==> src/rtl/iso_rx_pkg.sv <==
// Shared types and helpers for the isochronous receive dispatcher.
// Assumes 32-bit FIFO words carrying the header layout documented in the brief.
package iso_rx_pkg;

    localparam int CH_W   = 6;
    localparam int N_CHAN = 64;
    localparam int TAG_W  = 2;
    localparam int TAGM_W = 4;

    typedef enum logic [2:0] {
        S_IDLE,
        S_MATCH,
        S_REQ,
        S_DESC,
        S_MOVE,
        S_DRAIN,
        S_DONE
    } seq_state_t;

    typedef struct packed {
        logic [15:0]      len;
        logic [TAG_W-1:0] tag;
        logic [CH_W-1:0]  chan;
    } hdr_fields_t;

    // Number of 32-bit words needed for a byte length.
    function automatic logic [15:0] body_words(input logic [15:0] len);
        logic [16:0] sum;
        sum = {1'b0, len} + 17'd3;
        return sum[17-1:2];
    endfunction

endpackage

==> src/rtl/iso_rx_matcher.sv <==
// Context matcher: compares a header's channel and tag with every context.
// Single-channel contexts 0..N_SC-1 win over the mask context N_SC; lowest index wins.
// Purely combinational; assumes stable header fields while it is sampled.
module iso_rx_matcher
    import iso_rx_pkg::*;
#(
    parameter int N_SC = 4,
    localparam int IW  = $clog2(N_SC + 1)
) (
    input  logic [CH_W-1:0]         chan,
    input  logic [TAG_W-1:0]        tag,
    input  logic [N_SC:0]           ctx_en,
    input  logic [N_SC*CH_W-1:0]    ctx_chan,
    input  logic [(N_SC+1)*TAGM_W-1:0] ctx_tag_mask,
    input  logic [N_CHAN-1:0]       mc_chan_mask,
    output logic                    hit,
    output logic [IW-1:0]           sel
);

    logic [N_SC-1:0] sc_hit;
    logic            mc_hit;

    // One comparator per single-channel context.
    for (genvar i = 0; i < N_SC; i++) begin : g_sc
        assign sc_hit[i] = ctx_en[i]
                         && (ctx_chan[i*CH_W +: CH_W] == chan)
                         && ctx_tag_mask[i*TAGM_W + int'(tag)];
    end

    assign mc_hit = ctx_en[N_SC] && mc_chan_mask[chan]
                  && ctx_tag_mask[N_SC*TAGM_W + int'(tag)];

    // Priority pick: lowest single context, then the mask context.
    always_comb begin
        hit = 1'b0;
        sel = '0;
        for (int i = N_SC - 1; i >= 0; i--) begin
            if (sc_hit[i]) begin
                hit = 1'b1;
                sel = IW'(i);
            end
        end
        if (!hit && mc_hit) begin
            hit = 1'b1;
            sel = IW'(N_SC);
        end
    end

endmodule

==> src/rtl/iso_rx_seq.sv <==
// Packet sequencer: pops headers, waits one cycle for the match result, then
// either fetches a descriptor and copies the body to memory, or drains the body.
// Assumes a show-ahead FIFO and a grant that stays high while mem_req is held.
module iso_rx_seq
    import iso_rx_pkg::*;
#(
    parameter int N_SC = 4,
    parameter int AW   = 32,
    parameter int DW   = 32,
    localparam int IW  = $clog2(N_SC + 1)
) (
    input  logic             clk,
    input  logic             rst_n,
    input  logic             fifo_empty,
    input  logic [DW-1:0]    fifo_rdata,
    output logic             fifo_rd,
    output hdr_fields_t      hdr,
    input  logic             hit,
    input  logic [IW-1:0]    sel,
    input  logic [AW-1:0]    desc_base,
    output logic             mem_req,
    input  logic             mem_gnt,
    output logic             mem_rd,
    output logic             mem_wr,
    output logic [AW-1:0]    mem_addr,
    output logic [DW-1:0]    mem_wdata,
    input  logic             mem_rvalid,
    input  logic [DW-1:0]    mem_rdata,
    output logic [N_SC:0]    pkt_done
);

    seq_state_t    state;
    hdr_fields_t   hdr_q;
    logic [IW-1:0] ctx_q;
    logic [15:0]   words_left;
    logic [AW-1:0] wr_addr;
    logic [15:0]   nwords;

    assign hdr    = hdr_q;
    assign nwords = body_words(hdr_q.len);

    // Strobes and bus outputs decoded from the current state.
    always_comb begin
        fifo_rd   = 1'b0;
        mem_req   = 1'b0;
        mem_rd    = 1'b0;
        mem_wr    = 1'b0;
        mem_addr  = wr_addr;
        mem_wdata = fifo_rdata;
        case (state)
            S_IDLE:  fifo_rd = !fifo_empty;
            S_REQ: begin
                mem_req  = 1'b1;
                mem_rd   = mem_gnt;
                mem_addr = desc_base + (AW'(ctx_q) << 2);
            end
            S_DESC:  mem_req = 1'b1;
            S_MOVE: begin
                mem_req = 1'b1;
                fifo_rd = !fifo_empty;
                mem_wr  = !fifo_empty;
            end
            S_DRAIN: fifo_rd = !fifo_empty;
            default: ;
        endcase
    end

    // State, header, context and counter registers.
    always_ff @(posedge clk) begin
        if (!rst_n) begin
            state      <= S_IDLE;
            hdr_q      <= '0;
            ctx_q      <= '0;
            words_left <= '0;
            wr_addr    <= '0;
        end else begin
            case (state)
                S_IDLE: if (!fifo_empty) begin
                    hdr_q.len  <= fifo_rdata[31:16];
                    hdr_q.tag  <= fifo_rdata[15:14];
                    hdr_q.chan <= fifo_rdata[13:8];
                    state      <= S_MATCH;
                end
                S_MATCH: begin
                    words_left <= nwords;
                    ctx_q      <= sel;
                    if (hit)              state <= S_REQ;
                    else if (nwords == 0) state <= S_IDLE;
                    else                  state <= S_DRAIN;
                end
                S_REQ: if (mem_gnt) state <= S_DESC;
                S_DESC: if (mem_rvalid) begin
                    wr_addr <= AW'(mem_rdata);
                    state   <= (words_left == 0) ? S_DONE : S_MOVE;
                end
                S_MOVE: if (!fifo_empty) begin
                    wr_addr    <= wr_addr + AW'(4);
                    words_left <= words_left - 16'd1;
                    if (words_left == 16'd1) state <= S_DONE;
                end
                S_DRAIN: if (!fifo_empty) begin
                    words_left <= words_left - 16'd1;
                    if (words_left == 16'd1) state <= S_IDLE;
                end
                default: state <= S_IDLE;
            endcase
        end
    end

    // One done line per context, pulsed in the completion state.
    for (genvar k = 0; k <= N_SC; k++) begin : g_done
        assign pkt_done[k] = (state == S_DONE) && (ctx_q == IW'(k));
    end

    p_pop_nonempty_r1: assert property (@(posedge clk) disable iff (!rst_n)
        fifo_rd |-> !fifo_empty);

    p_desc_after_grant_r5: assert property (@(posedge clk) disable iff (!rst_n)
        mem_rd |-> (mem_gnt && mem_req));

    p_drop_quiet_r7: assert property (@(posedge clk) disable iff (!rst_n)
        (state == S_DRAIN) |-> (!mem_req && !mem_rd && !mem_wr));

    p_done_single_r8: assert property (@(posedge clk) disable iff (!rst_n)
        $onehot0(pkt_done));

    p_addr_step_r6: assert property (@(posedge clk) disable iff (!rst_n)
        (mem_wr && $past(mem_wr)) |-> (mem_addr == $past(mem_addr) + AW'(4)));

endmodule

==> src/rtl/iso_rx_dispatch.sv <==
// Top of the isochronous receive dispatcher: header sequencer plus context matcher.
// Assumes one FIFO word per cycle at most and a single memory bus master port.
module iso_rx_dispatch
    import iso_rx_pkg::*;
#(
    parameter int N_SC = 4,
    parameter int AW   = 32,
    parameter int DW   = 32,
    localparam int IW  = $clog2(N_SC + 1)
) (
    input  logic                        clk,
    input  logic                        rst_n,
    input  logic                        fifo_empty,
    input  logic [DW-1:0]               fifo_rdata,
    output logic                        fifo_rd,
    input  logic [N_SC:0]               ctx_en,
    input  logic [N_SC*CH_W-1:0]        ctx_chan,
    input  logic [(N_SC+1)*TAGM_W-1:0]  ctx_tag_mask,
    input  logic [N_CHAN-1:0]           mc_chan_mask,
    input  logic [AW-1:0]               desc_base,
    output logic                        mem_req,
    input  logic                        mem_gnt,
    output logic                        mem_rd,
    output logic                        mem_wr,
    output logic [AW-1:0]               mem_addr,
    output logic [DW-1:0]               mem_wdata,
    input  logic                        mem_rvalid,
    input  logic [DW-1:0]               mem_rdata,
    output logic [N_SC:0]               pkt_done
);

    hdr_fields_t   hdr;
    logic          hit;
    logic [IW-1:0] sel;

    iso_rx_matcher #(.N_SC(N_SC)) u_match (
        .chan         (hdr.chan),
        .tag          (hdr.tag),
        .ctx_en       (ctx_en),
        .ctx_chan     (ctx_chan),
        .ctx_tag_mask (ctx_tag_mask),
        .mc_chan_mask (mc_chan_mask),
        .hit          (hit),
        .sel          (sel)
    );

    iso_rx_seq #(.N_SC(N_SC), .AW(AW), .DW(DW)) u_seq (
        .clk        (clk),
        .rst_n      (rst_n),
        .fifo_empty (fifo_empty),
        .fifo_rdata (fifo_rdata),
        .fifo_rd    (fifo_rd),
        .hdr        (hdr),
        .hit        (hit),
        .sel        (sel),
        .desc_base  (desc_base),
        .mem_req    (mem_req),
        .mem_gnt    (mem_gnt),
        .mem_rd     (mem_rd),
        .mem_wr     (mem_wr),
        .mem_addr   (mem_addr),
        .mem_wdata  (mem_wdata),
        .mem_rvalid (mem_rvalid),
        .mem_rdata  (mem_rdata),
        .pkt_done   (pkt_done)
    );

endmodule

==> config.mk <==
export PLATFORM = sky130hd
export DESIGN_NAME = iso_rx_dispatch
export DESIGN_NICKNAME = d
export VERILOG_FILES = /design/src/rtl/iso_rx_pkg.sv /design/src/rtl/iso_rx_matcher.sv /design/src/rtl/iso_rx_seq.sv /design/src/rtl/iso_rx_dispatch.sv
export SDC_FILE = /design/constraint.sdc
export NUM_CORES = 1
export LEC_CHECK = 0
export BUFFER_PORTS_ARGS = -buffer_cell sky130_fd_sc_hd__buf_4
export CAP_MARGIN = 20
export CORE_MARGIN = 5
export CORE_UTILIZATION = 49
export DETAILED_ROUTE_END_ITERATION = 6
export HOLD_SLACK_MARGIN = 0.1
export PLACE_DENSITY_LB_ADDON = 0.25
export SYNTH_ARGS = -nofsm -noshare
export SYNTH_HDL_FRONTEND = slang
export SYNTH_SLANG_ARGS = --single-unit
export TNS_END_PERCENT = 20
==> constraint.sdc <==
create_clock -name clk -period 3.75 [get_ports clk]
set_input_delay 0.75 -clock clk [delete_from_list [all_inputs] [get_ports clk]]
set_output_delay 0.75 -clock clk [all_outputs]
set_load 0.01 [all_outputs]
* Word level (Yosys, flattened, before mapping)
Index checks and enable logic that the tools add are counted.
** Cells by class
- Bitwise operators :: 1
- Muxes and demuxes :: 47
- Eq/ne operators :: 23
- Reduce and logical (&&, ||, !) cells :: 31
- $add $sub $neg :: 8
- $lt $le $gt $ge :: 6
** Operator list (count)
- 32-bit by 7-bit < comparator with 1-bit output (second input constant) :: 4
- 32-bit two-way mux :: 3
- 32-bit case mux with 2 select lines :: 1
- 32-bit by 3-bit adder with 32-bit output (second input constant) :: 1
- 32-bit by 5-bit adder with 32-bit output :: 1
- 16-bit logical NOT :: 2
- 16-bit case mux with 2 select lines :: 1
- 3-bit two-way mux :: 10
- 6-bit equality test :: 4
- 1-bit binary-select mux with 5-bit select :: 4
- 1-bit two-way mux :: 19
- 3-bit case mux with 6 select lines :: 1
- 16-bit by 2-bit adder with 17-bit output (second input constant) :: 1
- 16-bit by 1-bit equality test with 1-bit output (second input constant) :: 1
- 1-bit logical AND :: 16
- 16-bit two-way mux :: 1
- 16-bit by 1-bit subtractor with 16-bit output (second input constant) :: 1
- 3-bit by 2-bit equality test with 1-bit output (second input constant) :: 4
- 3-bit equality test (second input constant) :: 4
- 2-bit != test (second input constant) :: 6
- 4-bit by 2-bit adder with 5-bit output (first input constant) :: 2
- 2-bit two-way mux :: 5
- 6-bit by 7-bit < comparator with 1-bit output (second input constant) :: 1
- 7-bit AND reduction :: 1
- other kinds (15) :: 22
** Word-level totals
- Flip-flop bits (word level) :: 78
- Input port bits :: 214
- Word-level logic and storage cells :: 123
- Output and inout bits :: 73

* Longest topological paths before layout
Gate-level depths: netlist (run 1).
- Depth after elaboration :: 14
- Mapped depth :: 10

* By module
A second synthesis (run 1) with hierarchy kept.
** Unflattened totals
- Cell total of the unflattened synthesis :: 933
- Area, all modules :: 6889.1 µm²
** Modules (own cells, without submodules)
- iso_rx_seq :: seq. area each 1561.5 µm², area an instance 5705.5 µm², cells each 803, instances 1
- iso_rx_matcher :: seq. area each 0.0 µm², area an instance 1183.6 µm², cells each 130, instances 1

* Least setup slack after synthesis (run 1)
Ideal clock, no wire load.
- Path type :: input -> output
- From :: input desc_base[2]
- To :: output mem_addr[22]
- Stages on the path :: 9
- Data required time :: 3000 ps
- Setup slack :: 438 ps
- Arrival :: 2562 ps
- Buffers on the path :: 0
- Cells stage by stage :: ha_1 inv_1 fa_1 nor2b_1 o21ai_0 nor3_1 nand4_1 xor2_1 a21oi_1
** Between the ends
- Word-level cells in the longest chain between the ends :: 2
** RTL lines
- start, declared :: RTL line iso_rx_dispatch.sv:20 : input logic [AW-1:0] desc_base,
- 32-bit by 5-bit adder with 32-bit output :: RTL line iso_rx_seq.sv:55 : mem_addr = desc_base + (AW'(ctx_q) << 2);
- 32-bit two-way mux :: RTL line iso_rx_seq.sv:50 : case (state)
- end, declared :: RTL line iso_rx_dispatch.sv:25 : output logic [AW-1:0] mem_addr,
No other way between the ends.

* Worst setup path in the final report (run 1)
- From :: input desc_base[3]
- To :: output mem_addr[31]
Same word-level chain as after synthesis.

==> results of run 1 <==
==> flip-flops by register name, indices dropped and copies added, names as in the netlist <==
name              count
u_seq.ctx_q           3
u_seq.state           3
u_seq.wr_addr        32
u_seq.hdr            24
u_seq.words_left     16
==> path summary, 6_finish.rpt <==
kind | to | slack, ps | startpoint
hold / removal | u_seq.hdr[20] | 480 | u_seq.hdr[20]
hold reg to reg | u_seq.hdr[20] | 480 | u_seq.hdr[20]
setup reg to reg | u_seq.wr_addr[5] | 1230 | u_seq.state[2]
setup / recovery | mem_addr[31] | 250 | desc_base[3]
==> power by group through the flow <==
| stage | logic, mW | registers (mW) | clock network, mW |
|---|---|---|---|
| after global placement | 1.89 | 1.25 | 0 |
| after CTS | 1.92 | 1.24 | 0.870 |
| after floorplan | 1.39 | 1.13 | 0 |
| final | 1.94 | 1.25 | 0.852 |
| after global routing | 2.13 | 1.27 | 0.906 |
| after detailed placement | 1.92 | 1.26 | 0 |
==> stage by stage <==
step	cell area (um^2)	power, mW
after floorplan	6457	2.514
after global placement	8369	3.145
after detailed placement	8369	3.172
after CTS	8653	4.034
after global routing	8653	4.308
final	8653	4.034
==> metal layers <==
metal / GRT usage (%) / up-vias / share of wire, %
li1: - / 3553 / -
met1: 32.21 / 3355 / 39
met2: 47.33 / 329 / 49
met3: 7.719 / 51 / 8.4
met4: 10.83 / 0 / 3.6
met5: 0 / - / 0
==> logic make-up (layout without fill, tap and decap cells) <==
family / count (synthesis) / after routing
fa+ha+maj: 8 / 8
simple gates: 359 / 359
xor+xnor: 69 / 69
compound gates: 223 / 223
buf+inv: 107 / 318
mux: 29 / 29
flops: 78 / 78
==> area by class of cell <==
cell class / instances / area share (%)
Timing Repair Buffer: 285 / 24.73
Sequential cell: 78 / 18.05
Clock inverter: 4 / 0.5495
Tap cell: 176 / 2.545
Inverter: 17 / 0.7374
Clock buffer: 12 / 2.733
Multi-Input combinational cell: 688 / 50.67
==> worst min-delay path, delay by kind of cell, from the launching register on <==
family / cells / cell delay [ps]
simple gates: 1 / 60
flops: 1 / 320
compound gates: 1 / 50
==> placed cells by master, fill, tap and decap left out, types with 12 or more instances in the layout <==
| cell | count |
|---|---|
| and3_1 | 15 |
| nand3_1 | 35 |
| xnor2_1 | 51 |
| a211oi_1 | 13 |
| o21ai_0 | 37 |
| nor4_1 | 14 |
| nor3_1 | 22 |
| nand2_1 | 104 |
| a21oi_1 | 100 |
| mux4_2 | 21 |
| nor2_1 | 96 |
| xor2_1 | 18 |
| nand4_1 | 28 |
| dfxtp_1 | 78 |
| a22oi_1 | 14 |
| buf_4 | 285 |
| a31oi_1 | 12 |
| inv_1 | 16 |
==> flow_metrics.py, run 1 <==
metrics = {
    "outcome": {
        "status": "complete, no violations",
    },
    "yosys": {
        "synth.distinct_cells": 63,
        "synth_top_family_by_area": "simple AND/OR/NAND/NOR gates",
        "synthMuxAreaShare_pct": 8.680,
        "ys.flop_type": "dfxtp_1",
        "yosysMostFrequentCell": "nand2_1",
        "syn_area_mm2": 0.006457,
        "yosysTopAreaCellShare_pct": 24.18,
        "synth-edff-count": 0,
        "syn_area_per_cell_um2": 7.397,
        "syn_nets": 1095,
        "synthXorXnorAreaFrac_pct": 9.359,
        "synth-seq-area-share_pct": 24.18,
        "synth_top_area_cell": "dfxtp_1",
        "synth_compound_area_share_pct": 21.14,
        "synthTopCellsByCount": "nand2_1 (104), a21oi_1 (100), nor2_1 (97)",
        "synth_fa_ha_area_share_pct": 1.666,
        "synth-async-reset-ratio_pct": 0,
        "synth-seq-cells": 78,
        "yosysWarnings": 0,
        "synthSimpleGateAreaFrac_pct": 26.84,
        "yosys-top-cells-area": "dfxtp_1 (24%), a21oi_1 (7.8%), mux4_2 (7.3%)",
        "synth_cells": 873,
    },
    "place": {
        "preCtsSetupSlack_ps": 249.0,
        "port_buffers": 270,
        "dp_cells": 1244,
        "place_congestion": 0.8957,
        "dp_hpwl_um": 17670,
    },
    "route": {
        "wl_per_cell_um": 17.77,
        "ant_nets": 0,
        "num_vias": 7288,
        "post-route-drc-count": 0,
        "avgViaCountPerCell": 5.784,
        "dr.pass1.iters": 5,
        "wirelength_um": 22400,
        "drtIter0Drc": 610,
    },
    "setup_path": {
        "cp.required_ps": 3000,
        "path_class": "in -> out",
        "path_cells": "buf_4 > ha_1 > a21o_1 > a21oi_1 > or3b_2 > nor4_1 > xnor2_1 > a21oi_1 > buf_4",
        "cpPeakStageDelay_ps": 590,
        "slowest_stage": "or3b_2",
        "crit_cells": 9,
        "cp_top_family": "simple AND/OR/NAND/NOR gates",
        "end_kind": "output port",
        "cp-start-kind": "input port",
        "worstPathArrival_ps": 2750,
        "path_buf_inv": 2,
        "cp_max_fo": 7,
        "worstRegToRegCells": 7,
    },
    "cells_and_area": {
        "seq_area_mm2": 0.001562,
        "n_antenna_cell": 0,
        "drive_gt1_share_pct": 31.37,
        "multi_input_area_mm2": 0.004384,
        "nFillCells": 1172,
        "fin_cells": 1260,
        "fin_util_pct": 66.13,
        "final_nets": 1301,
        "area_growth_pct": 34.01,
    },
    "pwr": {
        "power_leakage_nw": 3.506,
        "power_density_mw_per_mm2": 466.2,
        "p_clk_share_pct": 21.1,
        "power_frac_comb_pct": 48.0,
        "switchingPower_mw": 1.634,
        "ir_worst_vdd_mv": 0.2710,
        "p_seq_share_pct": 30.9,
        "swShare_pct": 40.50,
        "p_int_mw": 2.400,
    },
    "floorplanning": {
        "die_h_um": 124.8,
        "io_pins": 287,
        "rows": 42,
        "coreArea_mm2": 0.01309,
        "die_area_mm2": 0.01557,
        "start_util_pct": 49.35,
        "die_x_um": 124.8,
    },
    "timing": {
        "max_freq_ghz": 0.2856,
        "maxSlewViolCount": 0,
        "rsz0062_at_grt": "false",
        "tightest_slew_ps": 757.2,
        "timing.final.ws_setup_ps": 248.6,
        "setup_viol": 0,
        "finalCritPeriodShare_pct": 93.37,
        "hold_violations": 0,
        "final.setup.tns_ps": 0,
        "slew_headroom_pct": 49.45,
        "fin_crit_ps": 3501,
        "fin_hold_ws_ps": 475.9,
        "fin_skew_ps": 7.702,
    },
    "clocking": {
        "cts.htree.levels": 3,
        "cts_repair_resize_count": 0,
        "clk_latency_ps": 340,
        "clock_sinks": 78,
        "cts_setup_buffers": 0,
        "clk_path_buf_depth": 2,
        "cts_tree": "built",
        "clkSlewWorstSetupHoldPaths_ps": 60,
        "cts_buffers": 9,
        "cts_hold_buf": 0,
        "cts_root_buffer": "clkbuf_16",
    },
    "worst_hold_path": {
        "hold_path_class": "reg -> reg",
        "holdPathStages": 2,
    },
    "global_routing": {
        "grt_overflow": 0,
        "grt_pass1_wl_um": 35300,
        "grt_max_degree": 59,
        "grt_pass1_vias": 6925,
        "antenna_found_initial": 0,
        "gr-usage-all-layers_pct": 27.48,
    },
    "run": {
        "drv_cap": 0,
    },
}
Note: power is estimated with default switching activity, not from simulation.
==> run 2, diff against run 1 <==
- ABC_AREA: default -> 1
- CORE_UTILIZATION: 49 -> 50
==> run 2 against run 1 <==
Effect of this change:
- final cell count up 24%
- first-iteration DRC count up 43%
- count of clock-buffer cells in the layout down 1
- sequential power up 6%
- cell area up 6.3%
- maximum frequency down 3.4%
- worst setup slack worse by 120 ps
- flip-flop and latch count unchanged
- sequential share of layout area down 1.1 points
- wire length up 11%
- via count up 18%
- synthesized cell count up 33%
- largest cell class unchanged
- highest routed layer unchanged
==> flow_metrics.py, run 2 <==
metrics = {
    "timing": {
        "slew_headroom_pct": 40.30,
        "timing.final.ws_setup_ps": 123.9,
        "finalCritPeriodShare_pct": 96.69,
        "max_freq_ghz": 0.2758,
        "maxSlewViolCount": 0,
        "fin_skew_ps": 9.254,
        "tightest_slew_ps": 894.5,
        "hold_violations": 0,
        "fin_crit_ps": 3626,
        "setup_viol": 0,
        "final.setup.tns_ps": 0,
    },
    "clocking": {
        "cts.htree.levels": 3,
        "clk_latency_ps": 340,
        "clk_path_buf_depth": 2,
        "clkSlewWorstSetupHoldPaths_ps": 60,
        "cts_root_buffer": "clkbuf_16",
        "cts_buffers": 9,
        "cts_tree": "built",
        "clock_sinks": 78,
        "cts_hold_buf": 0,
    },
    "global_routing": {
        "antenna_found_initial": 0,
        "grt_pass1_vias": 8205,
        "grt_overflow": 0,
        "gr-usage-all-layers_pct": 29.82,
        "grt_pass1_wl_um": 39850,
        "grt_max_degree": 45,
    },
    "cells_and_area": {
        "area_growth_pct": 34.01,
        "top_register": "u_seq.wr_addr",
        "drive_gt1_share_pct": 24.89,
        "n_antenna_cell": 0,
        "layout_commonest_cell": "nand2_1",
        "fin_area_mm2": 0.009200,
        "layout_common_cells": "nand2_1 (321), buf_4 (290), o21ai_0 (107)",
        "largest_reg_flops": 32,
        "final_nets": 1603,
        "nFillCells": 1284,
    },
    "place": {
        "dp_hpwl_um": 19630,
        "preCtsSetupSlack_ps": 36.06,
        "port_buffers": 270,
        "placed_area_mm2": 0.008803,
        "place_congestion": 0.9843,
    },
    "floorplanning": {
        "coreArea_mm2": 0.01335,
        "start_util_pct": 51.43,
        "rows": 42,
        "die_x_um": 127.2,
        "die_area_mm2": 0.01617,
        "die_h_um": 127.2,
        "io_pins": 287,
    },
    "pwr": {
        "power_density_mw_per_mm2": 546.9,
        "power_leakage_nw": 4.215,
        "ir_worst_vdd_mv": 0.3345,
    },
    "yosys": {
        "synthTopCellsByCount": "nand2_1 (325), o21ai_0 (108), nand3_1 (107)",
        "ys.flop_type": "dfxtp_1",
        "synth-async-reset-ratio_pct": 0,
        "syn_nets": 1384,
        "syn_area_per_cell_um2": 5.908,
        "yosysWarnings": 0,
        "synth-seq-area-share_pct": 22.74,
        "synth_top_area_cell": "dfxtp_1",
        "synth-edff-count": 0,
        "synth.distinct_cells": 47,
        "yosys-top-cells-area": "dfxtp_1 (23%), nand2_1 (18%), o21ai_0 (7.9%)",
        "synth-seq-cells": 78,
        "synth_cells": 1162,
        "yosysMostFrequentCell": "nand2_1",
        "yosysTopAreaCellShare_pct": 22.74,
        "syn_area_mm2": 0.006865,
    },
    "worst_hold_path": {
        "worstHoldEndpoint": "u_seq.wr_addr[1]",
        "hold_path_class": "reg -> reg",
        "min-delay-start": "u_seq.wr_addr[1]",
        "holdPathStages": 2,
    },
    "setup_path": {
        "cp-start-kind": "input port",
        "cp.required_ps": 3000,
        "worstRegToRegCells": 16,
        "path_class": "in -> out",
        "r2r_end": "u_seq.state[0]",
        "r2r_slack_ps": 1020,
        "timing.rr.start": "u_seq.hdr[0]",
        "cp_max_fo": 2,
        "worstPathArrival_ps": 2880,
        "end_kind": "output port",
    },
    "run": {
        "drv_cap": 0,
    },
    "route": {
        "num_vias": 8626,
        "drtIter0Drc": 875,
        "ant_nets": 0,
        "post-route-drc-count": 0,
        "wl_per_cell_um": 15.96,
        "dr.pass1.iters": 6,
        "wirelength_um": 24930,
        "avgViaCountPerCell": 5.522,
    },
    "outcome": {
        "status": "complete, no violations",
    },
}
-- run 2: area by class of cell --
| cell class | count | area, um^2 | share of cell area [%] |
|---|---|---|---|
| Multi-Input combinational cell | 895 | 4516 | 49.08 |
| Clock buffer | 11 | 242.7 | 2.638 |
| Inverter | 107 | 401.6 | 4.366 |
| Timing Repair Buffer | 290 | 2177 | 23.66 |
| Clock inverter | 5 | 81.33 | 0.8840 |
| Tap cell | 176 | 220.2 | 2.394 |
| Sequential cell | 78 | 1562 | 16.97 |
-- run 2: power breakdown --
group          total (mW)  internal, mW  switching (mW)
clock               0.957         0.603           0.354
sequential           1.32          1.06           0.260
combinational        2.75          1.06            1.70
-- run 2: logic make-up after synthesis --
kind of cell / Yosys count / share of synthesized area [%]
AO/OA/AOI/OAI: 229 / 18.90
XOR/XNOR: 52 / 6.634
adder cells (fa/ha/maj): 8 / 1.567
buffers and inverters: 189 / 12.25
flip-flops: 78 / 22.74
AND/OR/NAND/NOR: 606 / 37.91
-- run 2: timing repair --
action	CTS	global route
hold endpoints to repair	0	0
gates resized for setup	0	16
buffers inserted	0	3
setup endpoints to repair	0	5
-- run 2: per-layer routing --
| layer | track usage, % | vias to the layer above | wire length (um) |
|---|---|---|---|
| met5 | 0 | - | 0 |
| met1 | 36.74 | 3878 | 9846 |
| li1 | - | 4256 | - |
| met4 | 9.274 | 0 | 833 |
| met2 | 52.52 | 429 | 12090 |
| met3 | 5.760 | 63 | 2162 |
-- run 2: through the flow --
| stage | hold slack, ps | total power [mW] | utilization [%] | instances |
|---|---|---|---|---|
| after detailed placement | 458.6 | 4.033 | 65.95 | 1543 |
| after floorplan | 445.0 | 3.128 | - | 1162 |
| after CTS | 468.1 | 5.009 | 68.38 | 1559 |
| after global placement | 453.9 | 3.985 | 65.95 | 1543 |
| final | 467.3 | 5.032 | 68.93 | 1562 |
| after global routing | 497.9 | 5.434 | 68.93 | 1562 |
-- run 2: how the worst max path moves through the flow --
| stage | slack, ps | end | startpoint | cells after the start |
|---|---|---|---|---|
| detailed placement | 40 | mem_addr[30] | desc_base[2] | 18 |
| global route | -20 | mem_addr[28] | desc_base[2] | 18 |
| finish | 120 | mem_addr[30] | desc_base[2] | 18 |
| global placement | 80 | mem_addr[30] | desc_base[2] | 18 |
| CTS | 30 | mem_addr[30] | desc_base[2] | 18 |
| floorplan | 290 | mem_addr[30] | desc_base[2] | 16 |
-- run 2: worst max-delay path, cell delays in order --
cell and delay, ps:
buf_4 80, ha_2 170, inv_1 50, fa_2 330, inv_2 70, nand2_2 50, nand2_2 80, nand3_2 80
nor2_2 150, nand2_2 90, nor2_4 150, nand3_4 100, nor2_4 120, nand4_1 100, xnor2_1 210, nand2_1 60
o21ai_1 90, buf_4 140
